`config.mk`:
```
export PLATFORM = sky130hd
export DESIGN_NAME = vfn_div_calc
export DESIGN_NICKNAME = d
export VERILOG_FILES = /design/src/rtl/vfn_pkg.sv /design/src/rtl/vfn_rdiv.sv /design/src/rtl/vfn_ndiv_split.sv /design/src/rtl/vfn_div_calc.sv
export SDC_FILE = /design/constraint.sdc
export NUM_CORES = 2
export LEC_CHECK = 0
export BUFFER_PORTS_ARGS = -buffer_cell sky130_fd_sc_hd__buf_4
export CAP_MARGIN = 20
export CELL_PAD_IN_SITES_DETAIL_PLACEMENT = 0
export CELL_PAD_IN_SITES_GLOBAL_PLACEMENT = 2
export CORE_MARGIN = 1.5
export CORE_UTILIZATION = 43
export CTS_CLUSTER_DIAMETER = 120
export DETAILED_ROUTE_END_ITERATION = 8
export PLACE_DENSITY_LB_ADDON = 0.1
export SLEW_MARGIN = 25
export SYNTH_ARGS = -nofsm -noshare
export SYNTH_HDL_FRONTEND = slang
export SYNTH_SLANG_ARGS = --single-unit
export TNS_END_PERCENT = 10
```
`constraint.sdc`:
```
create_clock -name clk -period 21.1 [get_ports clk]
set_clock_uncertainty 0.05 [all_clocks]
set_input_delay 4.22 -clock clk [delete_from_list [all_inputs] [get_ports clk]]
set_output_delay 4.22 -clock clk [all_outputs]
set_load 0.1 [all_outputs]
```
`src/rtl/vfn_pkg.sv`:
```
package vfn_pkg;

    // Controller states, in the order they are visited.
    typedef enum logic [2:0] {
        ST_IDLE,
        ST_PROD,
        ST_COEF,
        ST_CAL,
        ST_DET,
        ST_SPLIT
    } calc_state_t;

    // Gain law: gain = (slope * uv / 1e6 + offset) / 1000.
    localparam int GAIN_SLOPE  = -165230;
    localparam int GAIN_OFFSET = 214007;
    localparam int PROD_DEN    = 1000000;
    localparam int GAIN_DEN    = 1000;

    localparam int COEF_W      = 7;
    localparam int COEF_MAX    = (1 << COEF_W) - 1;

    // Fixed-point split of the scaled feedback divider.
    localparam int FRAC_BITS   = 6;
    localparam int SDM_RANGE   = 12;
    localparam int SDM_SHIFT   = 8;

endpackage

```
`src/rtl/vfn_rdiv.sv`:
```
// Serial signed divider with round-half-away-from-zero quotient.
// Works on magnitudes: q = (|a| + |b|/2) / |b|, and the sign is applied afterwards.
module vfn_rdiv #(
    parameter int W = 56
) (
    input  logic                clk,
    input  logic                rst_n,
    input  logic                go,
    input  logic signed [W-1:0] num,
    input  logic signed [W-1:0] den,
    output logic                done,
    output logic signed [W-1:0] quo
);
    localparam int UW = W + 1;
    localparam int CW = $clog2(UW + 1);

    logic [UW-1:0] dvd_q;
    logic [UW-1:0] dsr_q;
    logic [UW-1:0] rem_q;
    logic [CW-1:0] cnt_q;
    logic          neg_q;
    logic          run_q;
    logic          done_q;

    logic [UW-1:0] num_x, den_x, a_mag, b_mag;
    logic [UW:0]   trial;
    logic          fits;
    logic [W-1:0]  mag;

    always_comb begin
        num_x = {num[W-1], num};
        den_x = {den[W-1], den};
        a_mag = num[W-1] ? (~num_x + 1'b1) : num_x;
        b_mag = den[W-1] ? (~den_x + 1'b1) : den_x;
        trial = {rem_q, dvd_q[UW-1]};
        fits  = (trial >= {1'b0, dsr_q});
        mag   = dvd_q[W-1:0];
        quo   = neg_q ? $signed(~mag + 1'b1) : $signed(mag);
        done  = done_q;
    end

    always_ff @(posedge clk) begin
        if (!rst_n) begin
            dvd_q  <= '0;
            dsr_q  <= '0;
            rem_q  <= '0;
            cnt_q  <= '0;
            neg_q  <= 1'b0;
            run_q  <= 1'b0;
            done_q <= 1'b0;
        end else begin
            done_q <= 1'b0;
            if (go) begin
                dvd_q <= a_mag + {1'b0, b_mag[UW-1:1]};
                dsr_q <= b_mag;
                rem_q <= '0;
                cnt_q <= CW'(UW);
                neg_q <= num[W-1] ^ den[W-1];
                run_q <= 1'b1;
            end else if (run_q) begin
                if (fits) begin
                    rem_q <= UW'(trial - {1'b0, dsr_q});
                end else begin
                    rem_q <= trial[UW-1:0];
                end
                dvd_q <= {dvd_q[UW-2:0], fits};
                cnt_q <= cnt_q - 1'b1;
                if (cnt_q == CW'(1)) begin
                    run_q  <= 1'b0;
                    done_q <= 1'b1;
                end
            end
        end
    end

endmodule

```
`src/rtl/vfn_ndiv_split.sv`:
```
// Combines the detector codes into the scaled divider and splits it into
// an integer part and a sigma-delta word. Purely combinational.
module vfn_ndiv_split import vfn_pkg::*; #(
    parameter int DIVW  = 56,
    parameter int N_W   = 8,
    parameter int MAX_N = 255,
    parameter int DM_W  = 8,
    parameter int SDM_W = 8
) (
    input  logic [N_W-1:0]          n_eff,
    input  logic [COEF_W-1:0]       coeff,
    input  logic signed [DIVW-1:0]  q_cal,
    input  logic signed [DIVW-1:0]  q_op,
    input  logic signed [DM_W-1:0]  det_max,
    output logic [N_W-1:0]          n_int,
    output logic [SDM_W-1:0]        sdm,
    output logic                    err
);
    localparam int PW = DIVW + COEF_W + 4;
    localparam int SW = SDM_RANGE + 2;
    localparam logic signed [PW-1:0] N_LIMIT = PW'(MAX_N) <<< FRAC_BITS;

    logic signed [PW-1:0] delta, dmx, dcl, gain_x, scaled, base, n_full;
    logic [FRAC_BITS-1:0] rem;
    logic signed [SW-1:0] sdm_full, sdm_sh;

    always_comb begin
        delta  = PW'(q_op) - PW'(q_cal);
        dmx    = PW'(det_max);
        dcl    = (delta > dmx) ? dmx : delta;
        gain_x = $signed(PW'(coeff));
        scaled = dcl * gain_x;
        base   = $signed(PW'(n_eff)) <<< FRAC_BITS;
        n_full = base - scaled;
        err    = (n_full < 0) || (n_full > N_LIMIT);
        rem    = n_full[FRAC_BITS-1:0];
        sdm_full = $signed({1'b0, rem, {(SDM_RANGE + 1 - FRAC_BITS){1'b0}}})
                   - $signed(SW'(1 << SDM_RANGE));
        sdm_sh = sdm_full >>> SDM_SHIFT;
        n_int  = err ? '0 : n_full[FRAC_BITS+N_W-1:FRAC_BITS];
        sdm    = err ? '0 : sdm_sh[SDM_W-1:0];
    end

endmodule

```
`src/rtl/vfn_div_calc.sv`:
```
module vfn_div_calc import vfn_pkg::*; #(
    parameter int UV_W  = 32,
    parameter int N_W   = 8,
    parameter int MAX_N = 255,
    parameter int DM_W  = 8,
    parameter int CAL_W = 16,
    parameter int SDM_W = 8
) (
    input  logic                    clk,
    input  logic                    rst_n,
    input  logic                    start,
    input  logic signed [UV_W-1:0]  cal_uv,
    input  logic signed [UV_W-1:0]  op_uv,
    input  logic signed [UV_W-1:0]  adc_slope,
    input  logic signed [UV_W-1:0]  adc_offs,
    input  logic [N_W-1:0]          n_eff,
    input  logic signed [DM_W-1:0]  det_max,
    output logic                    busy,
    output logic                    valid,
    output logic [COEF_W-1:0]       coeff,
    output logic signed [CAL_W-1:0] cal_code,
    output logic [N_W-1:0]          n_int,
    output logic [SDM_W-1:0]        sdm_word,
    output logic                    range_err
);
    localparam int DIVW = UV_W + 24;
    localparam logic signed [DIVW-1:0] SLOPE_X = DIVW'(GAIN_SLOPE);
    localparam logic signed [DIVW-1:0] OFFS_X  = DIVW'(GAIN_OFFSET);
    localparam logic signed [DIVW-1:0] PDEN_X  = DIVW'(PROD_DEN);
    localparam logic signed [DIVW-1:0] GDEN_X  = DIVW'(GAIN_DEN);
    localparam logic signed [DIVW-1:0] CMAX_X  = DIVW'(COEF_MAX);

    calc_state_t state_q, state_d;

    // captured operands
    logic signed [UV_W-1:0] uvc_q, uvo_q, slope_q, offs_q;
    logic [N_W-1:0]         neff_q;
    logic signed [DM_W-1:0] dmax_q;

    // staged results
    logic signed [DIVW-1:0] prod_q, qcal_q, qop_q;
    logic [COEF_W-1:0]      coef_q;

    logic                   launch_q;
    logic signed [DIVW-1:0] div_num, div_den, div_quo;
    logic                   div_done;
    logic signed [DIVW-1:0] uvc_x, uvo_x, slope_x, offs_x;

    logic [N_W-1:0]   sp_nint;
    logic [SDM_W-1:0] sp_sdm;
    logic             sp_err;

    assign busy = (state_q != ST_IDLE);

    // ---------------- state register ----------------
    always_ff @(posedge clk) begin
        if (!rst_n) begin
            state_q  <= ST_IDLE;
            launch_q <= 1'b0;
        end else begin
            state_q  <= state_d;
            launch_q <= (state_d != state_q) &&
                        (state_d inside {ST_PROD, ST_COEF, ST_CAL, ST_DET});
        end
    end

    // ---------------- next-state logic ----------------
    always_comb begin
        state_d = state_q;
        unique case (state_q)
            ST_IDLE:  if (start)    state_d = ST_PROD;
            ST_PROD:  if (div_done) state_d = ST_COEF;
            ST_COEF:  if (div_done) state_d = ST_CAL;
            ST_CAL:   if (div_done) state_d = ST_DET;
            ST_DET:   if (div_done) state_d = ST_SPLIT;
            ST_SPLIT:               state_d = ST_IDLE;
            default:                state_d = ST_IDLE;
        endcase
    end

    // ---------------- divider operand selection ----------------
    always_comb begin
        uvc_x   = {{(DIVW-UV_W){uvc_q[UV_W-1]}},   uvc_q};
        uvo_x   = {{(DIVW-UV_W){uvo_q[UV_W-1]}},   uvo_q};
        slope_x = {{(DIVW-UV_W){slope_q[UV_W-1]}}, slope_q};
        offs_x  = {{(DIVW-UV_W){offs_q[UV_W-1]}},  offs_q};
        div_num = '0;
        div_den = DIVW'(1);
        unique case (state_q)
            ST_PROD: begin div_num = uvc_x * SLOPE_X;  div_den = PDEN_X;  end
            ST_COEF: begin div_num = prod_q + OFFS_X;  div_den = GDEN_X;  end
            ST_CAL:  begin div_num = uvc_x - offs_x;   div_den = slope_x; end
            ST_DET:  begin div_num = uvo_x - offs_x;   div_den = slope_x; end
            default: begin div_num = '0;               div_den = DIVW'(1); end
        endcase
    end

    vfn_rdiv #(.W(DIVW)) i_rdiv (
        .clk  (clk),
        .rst_n(rst_n),
        .go   (launch_q),
        .num  (div_num),
        .den  (div_den),
        .done (div_done),
        .quo  (div_quo)
    );

    // ---------------- capture and staging ----------------
    always_ff @(posedge clk) begin
        if (!rst_n) begin
            uvc_q   <= '0;
            uvo_q   <= '0;
            slope_q <= '0;
            offs_q  <= '0;
            neff_q  <= '0;
            dmax_q  <= '0;
            prod_q  <= '0;
            qcal_q  <= '0;
            qop_q   <= '0;
            coef_q  <= '0;
        end else begin
            if (state_q == ST_IDLE && start) begin
                uvc_q   <= cal_uv;
                uvo_q   <= op_uv;
                slope_q <= adc_slope;
                offs_q  <= adc_offs;
                neff_q  <= n_eff;
                dmax_q  <= det_max;
            end
            if (div_done) begin
                unique case (state_q)
                    ST_PROD: prod_q <= div_quo;
                    ST_COEF: begin
                        if (div_quo < 0)           coef_q <= '0;
                        else if (div_quo > CMAX_X) coef_q <= COEF_W'(COEF_MAX);
                        else                       coef_q <= div_quo[COEF_W-1:0];
                    end
                    ST_CAL:  qcal_q <= div_quo;
                    ST_DET:  qop_q  <= div_quo;
                    default: ;
                endcase
            end
        end
    end

    vfn_ndiv_split #(
        .DIVW (DIVW),
        .N_W  (N_W),
        .MAX_N(MAX_N),
        .DM_W (DM_W),
        .SDM_W(SDM_W)
    ) i_split (
        .n_eff  (neff_q),
        .coeff  (coef_q),
        .q_cal  (qcal_q),
        .q_op   (qop_q),
        .det_max(dmax_q),
        .n_int  (sp_nint),
        .sdm    (sp_sdm),
        .err    (sp_err)
    );

    // ---------------- output process ----------------
    always_ff @(posedge clk) begin
        if (!rst_n) begin
            valid     <= 1'b0;
            coeff     <= '0;
            cal_code  <= '0;
            n_int     <= '0;
            sdm_word  <= '0;
            range_err <= 1'b0;
        end else begin
            valid <= (state_q == ST_SPLIT);
            if (state_q == ST_SPLIT) begin
                coeff     <= coef_q;
                cal_code  <= qcal_q[CAL_W-1:0];
                n_int     <= sp_nint;
                sdm_word  <= sp_sdm;
                range_err <= sp_err;
            end
        end
    end

endmodule

```
# Yosys cells after proc, flatten, opt, wreduce, memory -nomap -nowiden
# Cells that the tools add are included.
[totals]
input_bits = 147
regBits = 544
[op_classes]
mul = 2
eq_ne = 11
reduce_logical = 14
n_bitwise = 6
addsub = 12
muxes = 25
n_lt_le_gt_ge = 6
[op_table]
columns = ["operator", "count"]
rows = [
  ["$mux W57", 5],
  ["$pmux W56 S4", 1],
  ["$pmux W56 S3", 1],
  ["$add A57 B1 Y57 const B", 2],
  ["$not A57 Y57", 2],
  ["$gt A67 B15 Y1 const B", 1],
  ["$lt A67 B1 Y1 const B", 1],
  ["$mul A67 B8 Y67", 1],
  ["$mux W67", 1],
  ["$sub A15 B67 Y67", 1],
  ["$sub A32 B32 Y33", 2],
  ["$ge A58 B57 Y1", 1],
  ["$add A57 B56 Y57", 1],
  ["$gt A57 B8 Y1", 1],
  ["$sub A56 B56 Y57", 1],
  ["$sub A57 B57 Y57", 1],
  ["$add A56 B1 Y56 const B", 1],
  ["$add A56 B19 Y56 const B", 1],
  ["$gt A56 B8 Y1 const B", 1],
  ["$lt A56 B1 Y1 const B", 1],
  ["$mux W56", 1],
  ["$not A56 Y56", 1],
  ["$mul A32 B18 Y50 const B", 1],
  ["$mux W8", 2],
  ["other kinds (23)", 44],
]

# Longest topological paths before layout
[logic_depth]
word_depth = 8
mapped_depth = 54
depth_no_buf = 51

# Hierarchy
# From an unflattened synthesis, not the netlist that was laid out.
[hier_totals]
cells_unflattened = 8733
hier_area_um2 = 68904.8
[by_module_without_submodules]
columns = ["module", "cells_per_inst", "n_inst", "area_each_um2"]
rows = [
  ["vfn_div_calc", 3696, 1, 30316.6],
  ["vfn_ndiv_split", 2729, 1, 21008.9],
  ["vfn_rdiv", 2308, 1, 17579.4],
]

# Least setup slack after synthesis
# OpenSTA, ideal clock, no wires.
[synth_path]
path_kind = "flip-flop to flip-flop"
startpoint = "register qop_q[0]"
endpoint = "register sdm_word[2]"
setup_ps = 69
n_path_buf = 3
path_stages_with_launch = 54
t_required_ps = 20981
slack_ps = 8965
arrival_ps = 12016
synth_period_minus_slack_ps = 12135
path_cell_list = "dfxtp_1 inv_1 ha_1 fa_1 nor2b_1 o2111ai_1 nand3_1 nor4bb_1 o21ai_0 nand2_1 a311o_1 a21oi_1 o21ai_0 a211oi_1 xnor2_1 ha_1 a21o_1 a21o_1 [... 18 more ...] inv_1 fa_1 inv_1 ha_1 clkbuf_1 a21o_1 a31oi_1 nor4b_1 o21ai_1 a311oi_2 o31ai_2 a211oi_1 o31a_1 or4_1 o211ai_1 or3_1 or4_1 o21ai_1"
[synth_via]
elab_chain_len = 8
word_cells_on_any_way = 10
cone_classes = "3 x add/sub; 1 x mul; 3 x order compare; 2 x mux; 1 x reduce/logical"
[synth_rtl]
columns = ["item", "line", "text"]
rows = [
  ["from (decl)", "vfn_div_calc.sv:41", "logic signed [DIVW-1:0] prod_q, qcal_q, qop_q;"],
  ["from (signal assigned)", "vfn_div_calc.sv:139", "ST_DET: qop_q <= div_quo;"],
  ["$sub A56 B56 Y57 (*)", "vfn_ndiv_split.sv:28", "delta = PW'(q_op) - PW'(q_cal);"],
  ["$gt A57 B8 Y1", "vfn_ndiv_split.sv:30", "dcl = (delta > dmx) ? dmx : delta;"],
  ["$mux W67 (*)", "vfn_ndiv_split.sv:30", ""],
  ["$mul A67 B8 Y67 (*)", "vfn_ndiv_split.sv:32", "scaled = dcl * gain_x;"],
  ["$sub A15 B67 Y67 (*)", "vfn_ndiv_split.sv:34", "n_full = base - scaled;"],
  ["$lt A67 B1 Y1 or $gt A67 B15 Y1 (tied branches)", "vfn_ndiv_split.sv:35", "err = (n_full < 0) || (n_full > N_LIMIT);"],
  ["$logic_or A1 B1 Y1", "vfn_ndiv_split.sv:35", ""],
  ["$mux W8 (*)", "vfn_ndiv_split.sv:41", "sdm = err ? '0 : sdm_sh[SDM_W-1:0];"],
  ["to (signal assigned)", "vfn_div_calc.sv:178", "sdm_word <= sp_sdm;"],
  ["to (decl)", "vfn_div_calc.sv:23", "output logic [SDM_W-1:0] sdm_word,"],
]
# Every way passes the cells marked *; elsewhere a longest branch is shown, timed or not.
# A chain may end at the register's enable or synchronous reset.

# Final worst setup path
[layout_path]
startpoint = "register qcal_q[2]"
endpoint = "register sdm_word[3]"
[layout_via]
elab_chain_len = 8
word_cells_on_any_way = 10
cone_classes = "3 x add/sub; 1 x mul; 3 x order compare; 2 x mux; 1 x reduce/logical"
[layout_rtl]
columns = ["item", "line", "text"]
rows = [
  ["from (decl)", "vfn_div_calc.sv:41", ""],
  ["from (signal assigned)", "vfn_div_calc.sv:138", "ST_CAL: qcal_q <= div_quo;"],
  ["$sub A56 B56 Y57 (*)", "vfn_ndiv_split.sv:28", ""],
  ["$gt A57 B8 Y1", "vfn_ndiv_split.sv:30", ""],
  ["$mux W67 (*)", "vfn_ndiv_split.sv:30", ""],
  ["$mul A67 B8 Y67 (*)", "vfn_ndiv_split.sv:32", ""],
  ["$sub A15 B67 Y67 (*)", "vfn_ndiv_split.sv:34", ""],
  ["$lt A67 B1 Y1 or $gt A67 B15 Y1 (tied branches)", "vfn_ndiv_split.sv:35", ""],
  ["$logic_or A1 B1 Y1", "vfn_ndiv_split.sv:35", ""],
  ["$mux W8 (*)", "vfn_ndiv_split.sv:41", ""],
]
# Marks and branches as above.

==> qor.csv <==
metric,value,unit
clock_latency,0.69,ns
cp.required,21.63,ns
n_antenna_cell,0,
slowest_stage,or4_1,
syn_to_final_growth,8.56,%
status,"finished, final reports clean",
grt_max_degree,134,
grt_usage,28.7,%
powerDensity,105,nW/µm²
final_max_slew_viol_count,0,
critPathBufInv,5,
clock.fmax,67.8,MHz
cts-root-buf,clkbuf_16,
grt_pass1_wl,356000,µm
cts_resized,0,
clkTransAtPathRegs,0.06,ns
synth_cell_type_count,108,
async_flop_share,0,%
synthCells,8562,
yosys_warnings,0,
maxSlewHeadroom,22.3,%
cp_top_family,compound AO/OA/AOI/OAI gates,
max_stage_delay,0.74,ns
tightest_slew,1.15,ns
initial_core_util,43.4,%
dr.pass1.iters,6,
antenna_found_initial,10,
setup_tns,0,ns
syn_avg_cell_area,7.84,µm²
crit_start,qcal_q[2],
yosysMostFrequentCell,nand2_1,
ant_nets,0,
yosys-top-cells-area,"fa_1 16%, dfxtp_1 16%, ha_1 13%",
cts_buffers,71,
clk_path_buf_depth,3,
rsz0062_at_grt,false,
setup_viol,0,
place.gp.congestion,0.934,
overflow,0,
fillers,15731,
cellLeakagePower,31.2,nW
grt_pass1_vias,58929,
drt-total-wl,228000,µm
criticalPathCategory,flip-flop to flip-flop,
post_cts_buffers,0,
drtIter0Drc,4501,
worstHoldStart,i_rdiv.dsr_q[36],
ys.flop_type,dfxtp_1,
yosys.area.top_type_share,16.4,%
seq_area,10800,µm²
end_kind,flip-flop,
multi_input_area,51400,µm²
drc,0,
cts_tree,built,
synth-edff-count,0,
dp_hpwl,183000,µm
die-area,158000,µm²
worst_ep_arrival_time,15.28,ns
r2r_start,qcal_q[2],
clock_sinks,541,
cp_max_fo,72,
syn_area,67100,µm²
post-route-period-util,69.9,%
maxCapViolations,0,
ir_drop,0.000135,V
drive_above_1_share,6.13,%
start_kind,flip-flop,
num_vias,60379,
ys_seq_area_share,16.1,%
cts_hold_buf,0,
synth-seq-cells,541,
row_count,144,
hp-class,flip-flop to flip-flop,
finalHoldViolations,0,
coreArea,155000,µm²
layout.nets,9940,
synth_common_cells,"1090 x nand2_1, 924 x inv_1, 735 x a21oi_1",
boundaryPins,189,
die_y,398,µm
numPortBuffers,188,
fin_crit,14.75,ns
yosysTopAreaCell,fa_1,
wl_per_cell,21.4,µm
final_util,47.1,%
vias_per_cell,5.68,
cts-htree-levels,3,
fp.dieW,398,µm
[cells by family after synthesis]
logic type               count (synthesis)  synth area share, %
AO/OA/AOI/OAI                         2143                 20.6
XOR/XNOR                               399                 5.21
adder cells (fa/ha/maj)               1256                 29.6
buffers and inverters                 1338                 7.52
flip-flops                             541                 16.1
multiplexers                           106                 1.60
other                                    1              0.00559
AND/OR/NAND/NOR                       2778                 19.4
[flip-flops by register name, indices dropped and copies added, names as in the netlist, 32 cells and up]
register	count
i_rdiv.dsr_q	57
i_rdiv.dvd_q	57
i_rdiv.rem_q	57
offs_q	32
prod_q	56
qcal_q	56
qop_q	56
slope_q	32
uvc_q	32
uvo_q	32
[layout make-up]
cell class	count	area share (%)
Clock inverter	27	0.493
Multi-Input combinational cell	6707	70.5
Clock buffer	100	2.78
Tap cell	2044	3.51
Inverter	926	4.78
Sequential cell	541	14.9
Timing Repair Buffer	290	3.01
[worst register-to-register path: cells and delay by family, from the launching register on]
family	cells	cell delay [ns]
fa+ha+maj	8	3.57
xor+xnor	1	0.20
flops	1	0.36
simple gates	11	3.22
compound gates	25	6.41
buf+inv	5	0.81
[power by group]
part / switching, mW / internal (mW) / leakage (nW)
clock: 0.525 / 0.729 / 1.16
sequential: 0.0738 / 1.07 / 4.40
combinational: 3.40 / 1.82 / 25.6
[metal layers]
metal | global-route usage, % | routed length [µm] | vias up
met1 | 42.8 | 112000 | 29208
met2 | 43.3 | 96700 | 1570
met5 | 0 | 8 | -
met3 | 3.36 | 12600 | 239
li1 | - | - | 29360
met4 | 7.74 | 6540 | 2
[worst paths after layout]
| path | end | slack [ns] | cells past startpoint |
|---|---|---|---|
| setup / recovery | sdm_word[3] | 6.35 | 50 |
| hold / removal | i_rdiv.dsr_q[36] | 0.39 | 2 |
| setup reg to reg | sdm_word[3] | 6.35 | 50 |
| hold reg to reg | i_rdiv.dsr_q[36] | 0.39 | 2 |
[per-stage QoR]
stage / worst slack, ns / instances / hold slack, ns / power [mW] / area (µm²)
2_1_floorplan: 8.97 / 8586 / 0.370 / 4.62 / 67200
3_3_place_gp: 6.64 / 10507 / 0.380 / 6.26 / 70500
3_5_place_dp: 6.50 / 10507 / 0.386 / 6.24 / 70500
4_1_cts: 6.41 / 10634 / 0.393 / 7.56 / 72800
5_1_grt: 5.39 / 10635 / 0.405 / 8.18 / 72900
6_report: 6.35 / 10635 / 0.390 / 7.62 / 72900
[cells in the final DEF (no fill, tap or decap), types with 29 or more instances in the layout]
cell type and instances:
nand2_1 1088, inv_1 923, a21oi_1 735, ha_1 705
nor2_1 679, fa_1 551, dfxtp_1 535, o21ai_0 314
buf_4 289, a21o_1 239, xnor2_1 225, a211oi_1 213
xor2_1 174, nand3_1 133, nor3_1 128, nand4_1 107
nand2b_1 106, and2_1 101, mux2i_1 95, nor2b_1 89
clkbuf_16 73, a31oi_1 68, and3_1 61, o21a_1 61
or3_1 57, nor4_1 45, o21bai_1 44, o211ai_1 40
o22ai_1 40, a311oi_1 36, or2_2 33, o31ai_1 29
No activity file was read; power rests on OpenSTA's default activity.
